**config.mk**
```make
export PLATFORM = sky130hd
export DESIGN_NAME = twi_regfile_slave
export DESIGN_NICKNAME = d
export VERILOG_FILES = /design/src/rtl/twi_pkg.sv /design/src/rtl/twi_line_sync.sv /design/src/rtl/twi_reg_bank.sv /design/src/rtl/twi_slave_fsm.sv /design/src/rtl/twi_regfile_slave.sv
export SDC_FILE = /design/constraint.sdc
export NUM_CORES = 1
export LEC_CHECK = 0
export ABC_AREA = 1
export BUFFER_PORTS_ARGS = -buffer_cell sky130_fd_sc_hd__clkbuf_2
export CORE_UTILIZATION = 40
export CTS_CLUSTER_SIZE = 40
export DETAILED_ROUTE_END_ITERATION = 7
export PLACE_DENSITY_LB_ADDON = 0.3
export SLEW_MARGIN = 25
export SYNTH_ARGS = -nofsm -noshare
export SYNTH_HDL_FRONTEND = slang
export SYNTH_SLANG_ARGS = --single-unit
```
**constraint.sdc**
```tcl
create_clock -name clk -period 2.07 [get_ports clk]
set_input_delay 0.1035 -clock clk [delete_from_list [all_inputs] [get_ports clk]]
set_output_delay 0.1035 -clock clk [all_outputs]
set_load 0.01 [all_outputs]
```
**src/rtl/twi_pkg.sv**
```systemverilog
package twi_pkg;
  localparam int BYTE_W = 8;

  typedef enum logic [2:0] {
    PH_IDLE,  // waiting for a start
    PH_DEV,   // receiving device address byte
    PH_PTR,   // receiving register pointer
    PH_WR,    // receiving data bytes
    PH_RD,    // shifting a byte out
    PH_SACK,  // slave acknowledge slot
    PH_MACK   // master acknowledge slot
  } twi_phase_e;
endpackage

```
**src/rtl/twi_line_sync.sv**
```systemverilog
module twi_line_sync #(
  parameter int STAGES = 2
) (
  input  logic clk,
  input  logic rst_n,
  input  logic scl_i,
  input  logic sda_i,
  output logic scl_s,
  output logic sda_s,
  output logic scl_rise,
  output logic scl_fall,
  output logic start_p,
  output logic stop_p
);
  logic [STAGES-1:0] scl_pipe, sda_pipe;
  logic scl_d, sda_d;

  always_ff @(posedge clk) begin
    if (!rst_n) begin
      scl_pipe <= '1;
      sda_pipe <= '1;
      scl_d    <= 1'b1;
      sda_d    <= 1'b1;
    end else begin
      scl_pipe <= {scl_pipe[STAGES-2:0], scl_i};
      sda_pipe <= {sda_pipe[STAGES-2:0], sda_i};
      scl_d    <= scl_pipe[STAGES-1];
      sda_d    <= sda_pipe[STAGES-1];
    end
  end

  assign scl_s    = scl_pipe[STAGES-1];
  assign sda_s    = sda_pipe[STAGES-1];
  assign scl_rise = scl_s & ~scl_d;
  assign scl_fall = ~scl_s & scl_d;
  assign start_p  = scl_s & scl_d & sda_d & ~sda_s;
  assign stop_p   = scl_s & scl_d & ~sda_d & sda_s;
endmodule

```
**src/rtl/twi_reg_bank.sv**
```systemverilog
module twi_reg_bank #(
  parameter int         NREG     = 17,
  parameter int         AW       = 5,
  parameter logic [7:0] RST_BASE = 8'hA0
) (
  input  logic              clk,
  input  logic              rst_n,
  input  logic              we,
  input  logic [AW-1:0]     waddr,
  input  logic [7:0]        wdata,
  input  logic [AW-1:0]     raddr,
  output logic [7:0]        rdata,
  output logic [NREG*8-1:0] image
);
  logic [NREG*8-1:0] img_q;

  always_ff @(posedge clk) begin
    if (!rst_n) begin
      for (int i = 0; i < NREG; i++) img_q[i*8 +: 8] <= RST_BASE + 8'(i);
    end else if (we) begin
      for (int i = 0; i < NREG; i++)
        if (waddr == AW'(i)) img_q[i*8 +: 8] <= wdata;
    end
  end

  always_comb begin
    rdata = '0;
    for (int i = 0; i < NREG; i++)
      if (raddr == AW'(i)) rdata = img_q[i*8 +: 8];
  end

  assign image = img_q;
endmodule

```
**src/rtl/twi_slave_fsm.sv**
```systemverilog
module twi_slave_fsm
  import twi_pkg::*;
#(
  parameter int         MAX_ADDR   = 16,
  parameter int         AW         = 5,
  parameter logic [3:0] DEV_PREFIX = 4'b1000
) (
  input  logic          clk,
  input  logic          rst_n,
  input  logic          sda_s,
  input  logic          scl_rise,
  input  logic          scl_fall,
  input  logic          start_p,
  input  logic          stop_p,
  input  logic [2:0]    strap,
  input  logic [7:0]    rd_data,
  output logic          sda_oe,
  output logic          we,
  output logic [AW-1:0] waddr,
  output logic [7:0]    wdata,
  output logic [AW-1:0] ptr,
  output twi_phase_e    phase
);
  localparam logic [7:0]    LAST_B = 8'(MAX_ADDR);
  localparam logic [AW-1:0] LAST_P = AW'(MAX_ADDR);

  twi_phase_e after_ack;
  logic [3:0] cnt;
  logic [7:0] sh, tx;
  logic       ack_q, mack_q;

  function automatic logic [AW-1:0] bump(input logic [AW-1:0] p);
    return (p == LAST_P) ? p : p + 1'b1;
  endfunction

  always_ff @(posedge clk) begin
    if (!rst_n) begin
      phase     <= PH_IDLE;
      after_ack <= PH_IDLE;
      cnt       <= '0;
      sh        <= '0;
      tx        <= '1;
      ack_q     <= 1'b0;
      mack_q    <= 1'b0;
      ptr       <= '0;
      we        <= 1'b0;
      waddr     <= '0;
      wdata     <= '0;
    end else begin
      we <= 1'b0;
      if (start_p) begin
        phase <= PH_DEV;
        cnt   <= '0;
        ack_q <= 1'b0;
      end else if (stop_p) begin
        phase <= PH_IDLE;
        ack_q <= 1'b0;
      end else begin
        case (phase)
          PH_DEV, PH_PTR, PH_WR: begin
            if (scl_rise) begin
              sh  <= {sh[6:0], sda_s};
              cnt <= cnt + 4'd1;
            end else if (scl_fall && cnt == 4'd8) begin
              cnt   <= '0;
              phase <= PH_SACK;
              case (phase)
                PH_DEV: begin
                  if (sh[7:1] == {DEV_PREFIX, strap}) begin
                    ack_q     <= 1'b1;
                    after_ack <= sh[0] ? PH_RD : PH_PTR;
                  end else phase <= PH_IDLE;
                end
                PH_PTR: begin
                  if (sh <= LAST_B) begin
                    ack_q     <= 1'b1;
                    ptr       <= sh[AW-1:0];
                    after_ack <= PH_WR;
                  end else phase <= PH_IDLE;
                end
                default: begin
                  ack_q     <= 1'b1;
                  we        <= 1'b1;
                  waddr     <= ptr;
                  wdata     <= sh;
                  ptr       <= bump(ptr);
                  after_ack <= PH_WR;
                end
              endcase
            end
          end
          PH_SACK: begin
            if (scl_fall) begin
              ack_q <= 1'b0;
              phase <= after_ack;
              cnt   <= '0;
              if (after_ack == PH_RD) tx <= rd_data;
            end
          end
          PH_RD: begin
            if (scl_rise) cnt <= cnt + 4'd1;
            else if (scl_fall) begin
              if (cnt == 4'd8) begin
                phase <= PH_MACK;
                ptr   <= bump(ptr);
              end else tx <= {tx[6:0], 1'b1};
            end
          end
          PH_MACK: begin
            if (scl_rise) mack_q <= ~sda_s;
            else if (scl_fall) begin
              cnt <= '0;
              if (mack_q) begin
                tx    <= rd_data;
                phase <= PH_RD;
              end else phase <= PH_IDLE;
            end
          end
          default: ;
        endcase
      end
    end
  end

  assign sda_oe = ack_q | (phase == PH_RD && !tx[7]);
endmodule

```
**src/rtl/twi_regfile_slave.sv**
```systemverilog
module twi_regfile_slave #(
  parameter int         MAX_ADDR   = 16,
  parameter logic [3:0] DEV_PREFIX = 4'b1000,
  parameter logic [7:0] RST_BASE   = 8'hA0,
  parameter int         SYNC_FF    = 2
) (
  input  logic                    clk,
  input  logic                    rst_n,
  input  logic                    scl_i,
  input  logic                    sda_i,
  output logic                    sda_oe_o,
  input  logic [2:0]              dev_strap_i,
  output logic [(MAX_ADDR+1)*8-1:0] regs_o
);
  localparam int NREG = MAX_ADDR + 1;
  localparam int AW   = $clog2(NREG);

  logic scl_s, sda_s, scl_rise, scl_fall, start_p, stop_p;
  logic we;
  logic [AW-1:0] waddr, ptr;
  logic [7:0] wdata, rdata;
  twi_pkg::twi_phase_e phase;

  twi_line_sync #(.STAGES(SYNC_FF)) u_sync (
    .clk(clk), .rst_n(rst_n), .scl_i(scl_i), .sda_i(sda_i),
    .scl_s(scl_s), .sda_s(sda_s), .scl_rise(scl_rise), .scl_fall(scl_fall),
    .start_p(start_p), .stop_p(stop_p)
  );

  twi_slave_fsm #(.MAX_ADDR(MAX_ADDR), .AW(AW), .DEV_PREFIX(DEV_PREFIX)) u_fsm (
    .clk(clk), .rst_n(rst_n), .sda_s(sda_s),
    .scl_rise(scl_rise), .scl_fall(scl_fall), .start_p(start_p), .stop_p(stop_p),
    .strap(dev_strap_i), .rd_data(rdata), .sda_oe(sda_oe_o),
    .we(we), .waddr(waddr), .wdata(wdata), .ptr(ptr), .phase(phase)
  );

  twi_reg_bank #(.NREG(NREG), .AW(AW), .RST_BASE(RST_BASE)) u_bank (
    .clk(clk), .rst_n(rst_n), .we(we), .waddr(waddr), .wdata(wdata),
    .raddr(ptr), .rdata(rdata), .image(regs_o)
  );
endmodule

```
==> flow_summary.toml, run 1 <==
[setup_path]
cp-start-kind = "register"
rrSetupSlack_ns = -0.37
startpoint = "u_fsm.ptr[1]$_SDFFE_PN0P_"
critPathArrivalTime_ns = 2.78
path_max_fanout = 5
worstReg2RegStart = "u_fsm.ptr[1]$_SDFFE_PN0P_"
worst_ep_required_time_ns = 2.40
worstSetupEndpointType = "register"
crit_type = "reg2reg"

[outcome]
status = "finished, violations left"
violations = "setup timing"

[global_route]
grt_max_degree = 60
grt_pass1_wl_um = 43190
antenna_found_initial = 0
gr-usage-all-layers_pct = 24.78
grt_pass1_vias = 8119
grt_overflow = 0

[hold_path]
hold_start = "rst_n"
hold_class = "in2reg"

[logic_synthesis]
syn-cell-area_um2 = 8879
yosys.area.top_type = "dfxtp_1"
ys.flop_type = "dfxtp_1"
async_flop_share_pct = 0
synth_edf_count = 0
synth_cells = 1293
yosys_warnings = 0
yosys_register_bits = 189
syn_nets = 1307
syn_area_per_cell_um2 = 6.867
ys_seq_area_share_pct = 42.62
yosysTopAreaCellShare_pct = 42.62
yosysUniqueCellTypes = 44
synth.area.top_cells = "dfxtp_1 43%, nand2_1 13%, o21ai_0 7.9%"

[clocking]
cts_root_buf = "clkbuf_16"
clock_sinks = 189
cts_buffer_depth = 2
clk-insertion-delay-late_ns = 0.45
cts_tree = "yes"
htree_levels = 4
clkTransAtPathRegs_ns = 0.07
cts-buffers-inserted = 17

[power_and_ir_drop]
p_comb_share_pct = 29.3
clkPwrFrac_pct = 32.2
ir_drop_mv = 0.6302
p_leak_uw = 0.005434
seqPwrFrac_pct = 38.5
powerDensity_nw_per_um2 = 881.9
swShare_pct = 34.08
p_int_uw = 6626
p_sw_uw = 3425

[place]
dpl.hpwl_um = 20370
gp_congestion = 0.9417
port_buffers = 143
dp_slack_ns = -0.4124

[sta]
tightest_slew_ns = 0.6422
rsz0062_at_grt = "yes"
holdWs_ns = 0.04278
fmax_ghz = 0.4095
finalWorstSetupSlack_ns = -0.3719
slew_viol_final = 0
period_needed_ns = 2.442
finalCritPeriodShare_pct = 118.0
finalHoldViolations = 0
slew_headroom_pct = 57.14
setup_viol = 8
fin_skew_ns = 0.01365

[route]
drtIter0Drc = 562
ant_nets = 0
firstDrtPassIters = 5
post_drt_wl_per_cell_um = 15.65
route.detailed.drc = 0
vias = 9189
via_per_inst = 5.108
routed_wl_um = 28150

[finish]
layout-drive-gt1-share_pct = 24.29
nFillCells = 2124
nNetsFinal = 1520
multi_input_area_um2 = 4368
area.sequential_um2 = 3789
diodes = 0
area_growth_pct = 28.37

[floorplan]
io_pins = 144
coreArea_um2 = 21820
dieHeight_um = 151.0
die_width_um = 151.0
die_area_um2 = 22800
rows = 54
start_util_pct = 40.68

[flow_run]
maxCapViolations = 0
-- registers in the layout, summed over array words and instances (netlist names) --
| register | count |
|---|---|
| u_bank.image | 136 |
| u_fsm.ack_q | 1 |
| u_fsm.after_ack | 3 |
| u_fsm.cnt | 4 |
| u_fsm.mack_q | 1 |
| u_fsm.phase | 3 |
| u_fsm.ptr | 5 |
| u_fsm.sh | 8 |
| u_fsm.tx | 8 |
| u_fsm.waddr | 5 |
| u_fsm.wdata | 8 |
| u_fsm.we | 1 |
| u_sync.scl_d | 1 |
| u_sync.scl_pipe | 2 |
| u_sync.sda_d | 1 |
| u_sync.sda_pipe | 2 |
-- cells in the mapped netlist, drive strengths merged (4+ instances only) --
| master | count |
|---|---|
| a211oi | 4 |
| a21oi | 91 |
| a31oi | 4 |
| buf | 10 |
| clkbuf | 46 |
| clkinv | 9 |
| dfxtp | 189 |
| ha | 7 |
| inv | 181 |
| nand2 | 300 |
| nand3 | 58 |
| nand4 | 7 |
| nor2 | 138 |
| nor3 | 8 |
| nor4 | 5 |
| o211ai | 53 |
| o21ai | 152 |
| o22ai | 4 |
| or2 | 10 |
-- layout by cell type (no fill, tap or decap), drive strengths merged --
cell type	n
nand2	301
dfxtp	189
inv	187
clkbuf	161
o21ai	152
nor2	138
buf	104
a21oi	91
nand3	58
o211ai	53
clkinv	13
or2	10
nor3	8
nand4	7
ha	7
nor4	5
a211oi	4
a31oi	4
o22ai	4
xnor2	3
nand3b	3
clkinvlp	3
o21bai	2
o2111ai	2
dlygate4sd3	2
a2111oi	1
o221ai	1
xor2	1
a221oi	1
nor3b	1
o32ai	1
and3	1
bufinv	1
-- worst max-delay path: stages (launching register included) --
cell and delay (ns):
dfxtp_2 0.35, buf_6 0.12, ha_1 0.19, inv_2 0.06
nor2_4 0.12, buf_4 0.12, inv_1 0.05, nor2_2 0.14
inv_2 0.09, or2_0 0.24, nand2_1 0.09, nand3_1 0.07
nand3_1 0.09, nand3_1 0.08, nand2_1 0.07, nand3_1 0.06
nand3_1 0.12, nand3_1 0.07, nand2_1 0.07, nand2_1 0.04
nand2_1 0.05, nand2_1 0.04
-- cells by family (layout without fill, tap and decap cells) --
group	Yosys count	count (layout)	share of synthesized area (%)
AND/OR/NAND/NOR	531	532	25.25
AO/OA/AOI/OAI	316	316	19.88
buffers and inverters	246	471	10.87
flip-flops	189	189	42.62
adder cells (fa/ha/maj)	7	7	0.9864
XOR/XNOR	4	4	0.3947
-- through the flow --
stage	TNS [ns]	util (%)	power, uW	cells	cell area [um^2]
after detailed placement	-2.405	47.45	6386	1743	10360
after global placement	-1.985	47.45	6368	1743	10360
after global routing	-4.166	52.22	10570	1799	11400
final	-2.418	52.22	10050	1799	11400
after CTS	-2.169	51.30	9821	1790	11190
after floorplan	0	-	5669	1293	8879
-- final timing paths --
check | end | cells past startpoint
min | u_sync.scl_d$_SDFF_PN1_ | 2
max reg2reg | u_fsm.tx[5]$_SDFFE_PN1P_ | 21
max | u_fsm.tx[5]$_SDFFE_PN1P_ | 21
min reg2reg | u_sync.sda_pipe[1]$_SDFF_PN1_ | 1
-- power by group through the flow --
stage | logic [uW] | clock network [uW] | registers [uW]
2_1_floorplan | 1770 | 0 | 3900
3_3_place_gp | 2430 | 0 | 3930
3_5_place_dp | 2450 | 0 | 3940
4_1_cts | 2690 | 3270 | 3860
5_1_grt | 3260 | 3420 | 3890
6_report | 2940 | 3240 | 3870
-- layer usage --
layer | part of all wire, % | global-route usage (%) | wire [um]
met3 | 6.0 | 3.343 | 1697
met2 | 47 | 41.31 | 13370
met4 | 1.8 | 8.200 | 498
met5 | 0 | 0 | 0
met1 | 45 | 32.88 | 12590
-- final cells by class --
class	instances	share of cell area [%]
multi-input cells	859	38.32
flip-flops and latches	189	33.24
repair buffers	248	13.98
inverters	190	6.378
clock buffers	19	3.798
well taps	280	3.074
clock inverters	13	1.164
repair inverters	1	0.04391
-- repair_timing --
| item | in CTS | in global routing |
|---|---|---|
| gates resized for setup | 40 | 43 |
| hold buffers | 2 | 0 |
| gates cloned | 1 | 1 |
| buffers inserted | 12 | 8 |
| endpoints found under the setup margin | 9 | 20 |
| pin swaps | 23 | 31 |
| endpoints found under the hold margin | 2 | 0 |
Note: power is estimated with default switching activity, not from simulation.
==> inputs of run 2 (changes only) <==
==> constraint.sdc (replaced) <==
create_clock -name clk -period 2.2 [get_ports clk]
set_input_delay 0.11 -clock clk [delete_from_list [all_inputs] [get_ports clk]]
set_output_delay 0.11 -clock clk [all_outputs]
set_load 0.01 [all_outputs]
==> run 2 against run 1 <==
Compared with the run above: the flow still finishes with violations (setup timing); hold slack gained 0.062 ns; utilization fell by 0.68 points; die area unchanged; sequential power decreased by 5.7%; final area is 1.3% lower; setup slack better by 0.17 ns; via count down 0.74%; power fell by 3.0%; sequential share of layout area grew 0.47 points; critical endpoint unchanged; largest power group unchanged.
==> flow_summary.toml, run 2 (same netlist as run 1, synthesis figures left out) <==
[outcome]
status = "finished, violations left"
violations = "setup timing"

[power_and_ir_drop]
ir_drop_mv = 0.5591
seqPwrFrac_pct = 37.4
powerDensity_nw_per_um2 = 866.9
swShare_pct = 32.56
p_comb_share_pct = 27.3
p_leak_uw = 0.005345
p_sw_uw = 3175
p_int_uw = 6576
clkPwrFrac_pct = 35.2

[route]
post_drt_wl_per_cell_um = 15.79
via_per_inst = 5.130
firstDrtPassIters = 5
ant_nets = 0
route.detailed.drc = 0
drtIter0Drc = 668
vias = 9121
routed_wl_um = 28080

[sta]
slew_viol_final = 0
period_needed_ns = 2.405
tightest_slew_ns = 0.6758
fin_skew_ns = 0.009051
setup_viol = 8
slew_headroom_pct = 54.90
setup-tns-final_ns = -1.220
finalHoldViolations = 0
fmax_ghz = 0.4159
finalCritPeriodShare_pct = 109.3
rsz0062_at_grt = "yes"
finalWorstSetupSlack_ns = -0.2045

[setup_path]
critPathArrivalTime_ns = 2.74
crit_type = "reg2reg"
worst_ep_required_time_ns = 2.54
path_max_fanout = 5
rrSetupSlack_ns = -0.20
worstReg2RegStart = "u_fsm.ptr[0]$_SDFFE_PN0P_"
worstSetupEndpointType = "register"
cp-start-kind = "register"
reg2reg_depth = 19
rr_endpoint = "u_fsm.tx[5]$_SDFFE_PN1P_"

[global_route]
antenna_found_initial = 0
gr-usage-all-layers_pct = 24.57
grt_overflow = 0
grt_pass1_wl_um = 42570
grt_pass1_vias = 8059
grt_max_degree = 58

[flow_run]
maxCapViolations = 0

[floorplan]
io_pins = 144
die_area_um2 = 22800
rows = 54
coreArea_um2 = 21820
dieHeight_um = 151.0
die_width_um = 151.0
start_util_pct = 40.68

[finish]
final_common_cell = "nand2_1"
diodes = 0
area_growth_pct = 26.69
layout-drive-gt1-share_pct = 22.70
fin_util_pct = 51.54
nNetsFinal = 1500
largest_register_ffs = 136
layout.cells.non_filler = 1778
nFillCells = 2104
final_cell_mix = "287 x nand2_1, 186 x dfxtp_1, 166 x inv_1"

[place]
port_buffers = 143
gp_congestion = 0.9411
dpl.hpwl_um = 20320
dp_cells = 1731

[hold_path]
hold_class = "in2reg"
hold_path_end = "u_sync.scl_d$_SDFF_PN1_"
hold-path-cell-count = 2
hold_start = "rst_n"

[clocking]
clock_sinks = 189
cts_root_buf = "clkbuf_16"
cts_tree = "yes"
htree_levels = 4
cts_buffer_depth = 2
clkTransAtPathRegs_ns = 0.07
cts-buffers-inserted = 17
clk-insertion-delay-late_ns = 0.44
run 2: layer usage:
metal  global-route usage, %  vias to the layer above  wire length (um)  share of wire [%]
met4                   8.900                        0               685                2.4
met3                   3.825                       49              1943                6.9
met2                   39.75                      343             13110                 47
met5                       0                        -                 0                  0
li1                        -                     4560                 -                  -
met1                   32.98                     4169             12340                 44
run 2: power by group through the flow:
stage	combinational, uW	sequential, uW	clock [uW]
6_report	2660	3650	3440
5_1_grt	2980	3670	3600
4_1_cts	2360	3640	3460
3_5_place_dp	2260	3710	0
3_3_place_gp	2250	3700	0
2_1_floorplan	1660	3670	0
run 2: metrics by stage:
step	instance area [um^2]	hold slack, ns	total power, uW	setup slack (ns)
6_report	11250	0.1045	9751	-0.2045
5_1_grt	11250	0.1095	10250	-0.4090
4_1_cts	11030	0.07881	9461	-0.2184
3_5_place_dp	10240	0.2999	5969	-0.3480
3_3_place_gp	10240	0.2977	5955	-0.2980
2_1_floorplan	8879	0.2166	5333	0.09764
run 2: final cells by class:
cell class | instances | area (um^2) | area share (%)
Inverter | 190 | 724.4 | 6.440
Sequential cell | 189 | 3792 | 33.72
Tap cell | 280 | 350.3 | 3.115
Timing Repair Buffer | 230 | 1415 | 12.58
Clock buffer | 18 | 429.2 | 3.815
Multi-Input combinational cell | 858 | 4323 | 38.43
Clock inverter | 13 | 214.0 | 1.902
run 2: critical path, cell delays in order, from the launching register on:
cell	delay [ns]
dfxtp_4	0.37
inv_4	0.06
ha_2	0.17
inv_2	0.04
nor2_4	0.10
inv_1	0.10
buf_4	0.15
nor2_1	0.23
inv_1	0.14
buf_4	0.18
nand3_2	0.07
nand3_1	0.08
nand2_1	0.10
nand3_2	0.06
nand3_2	0.12
nand3_2	0.07
nand2_1	0.09
nand2_1	0.05
nand2_1	0.05
nand2_1	0.04
run 2: worst max-delay path by stage:
stage	from	slack, ns	end
CTS	u_fsm.ptr[0]$_SDFFE_PN0P_	-0.22	u_fsm.tx[2]$_SDFFE_PN1P_
finish	u_fsm.ptr[0]$_SDFFE_PN0P_	-0.20	u_fsm.tx[5]$_SDFFE_PN1P_
global route	u_fsm.ptr[0]$_SDFFE_PN0P_	-0.41	u_fsm.tx[5]$_SDFFE_PN1P_
global placement	u_fsm.ptr[0]$_SDFFE_PN0P_	-0.30	u_fsm.tx[7]$_SDFFE_PN1P_
floorplan	u_fsm.ptr[0]$_SDFFE_PN0P_	0.1	u_fsm.tx[0]$_SDFFE_PN1P_
detailed placement	u_fsm.ptr[0]$_SDFFE_PN0P_	-0.35	u_fsm.tx[7]$_SDFFE_PN1P_
run 2: what timing repair did:
item | in CTS | in global routing
hold buffers | 2 | 0
endpoints found under the setup margin | 8 | 19
gates cloned | 0 | 0
pin swaps | 13 | 34
buffers inserted | 9 | 5
gates resized for setup | 20 | 52
endpoints found under the hold margin | 2 | 0
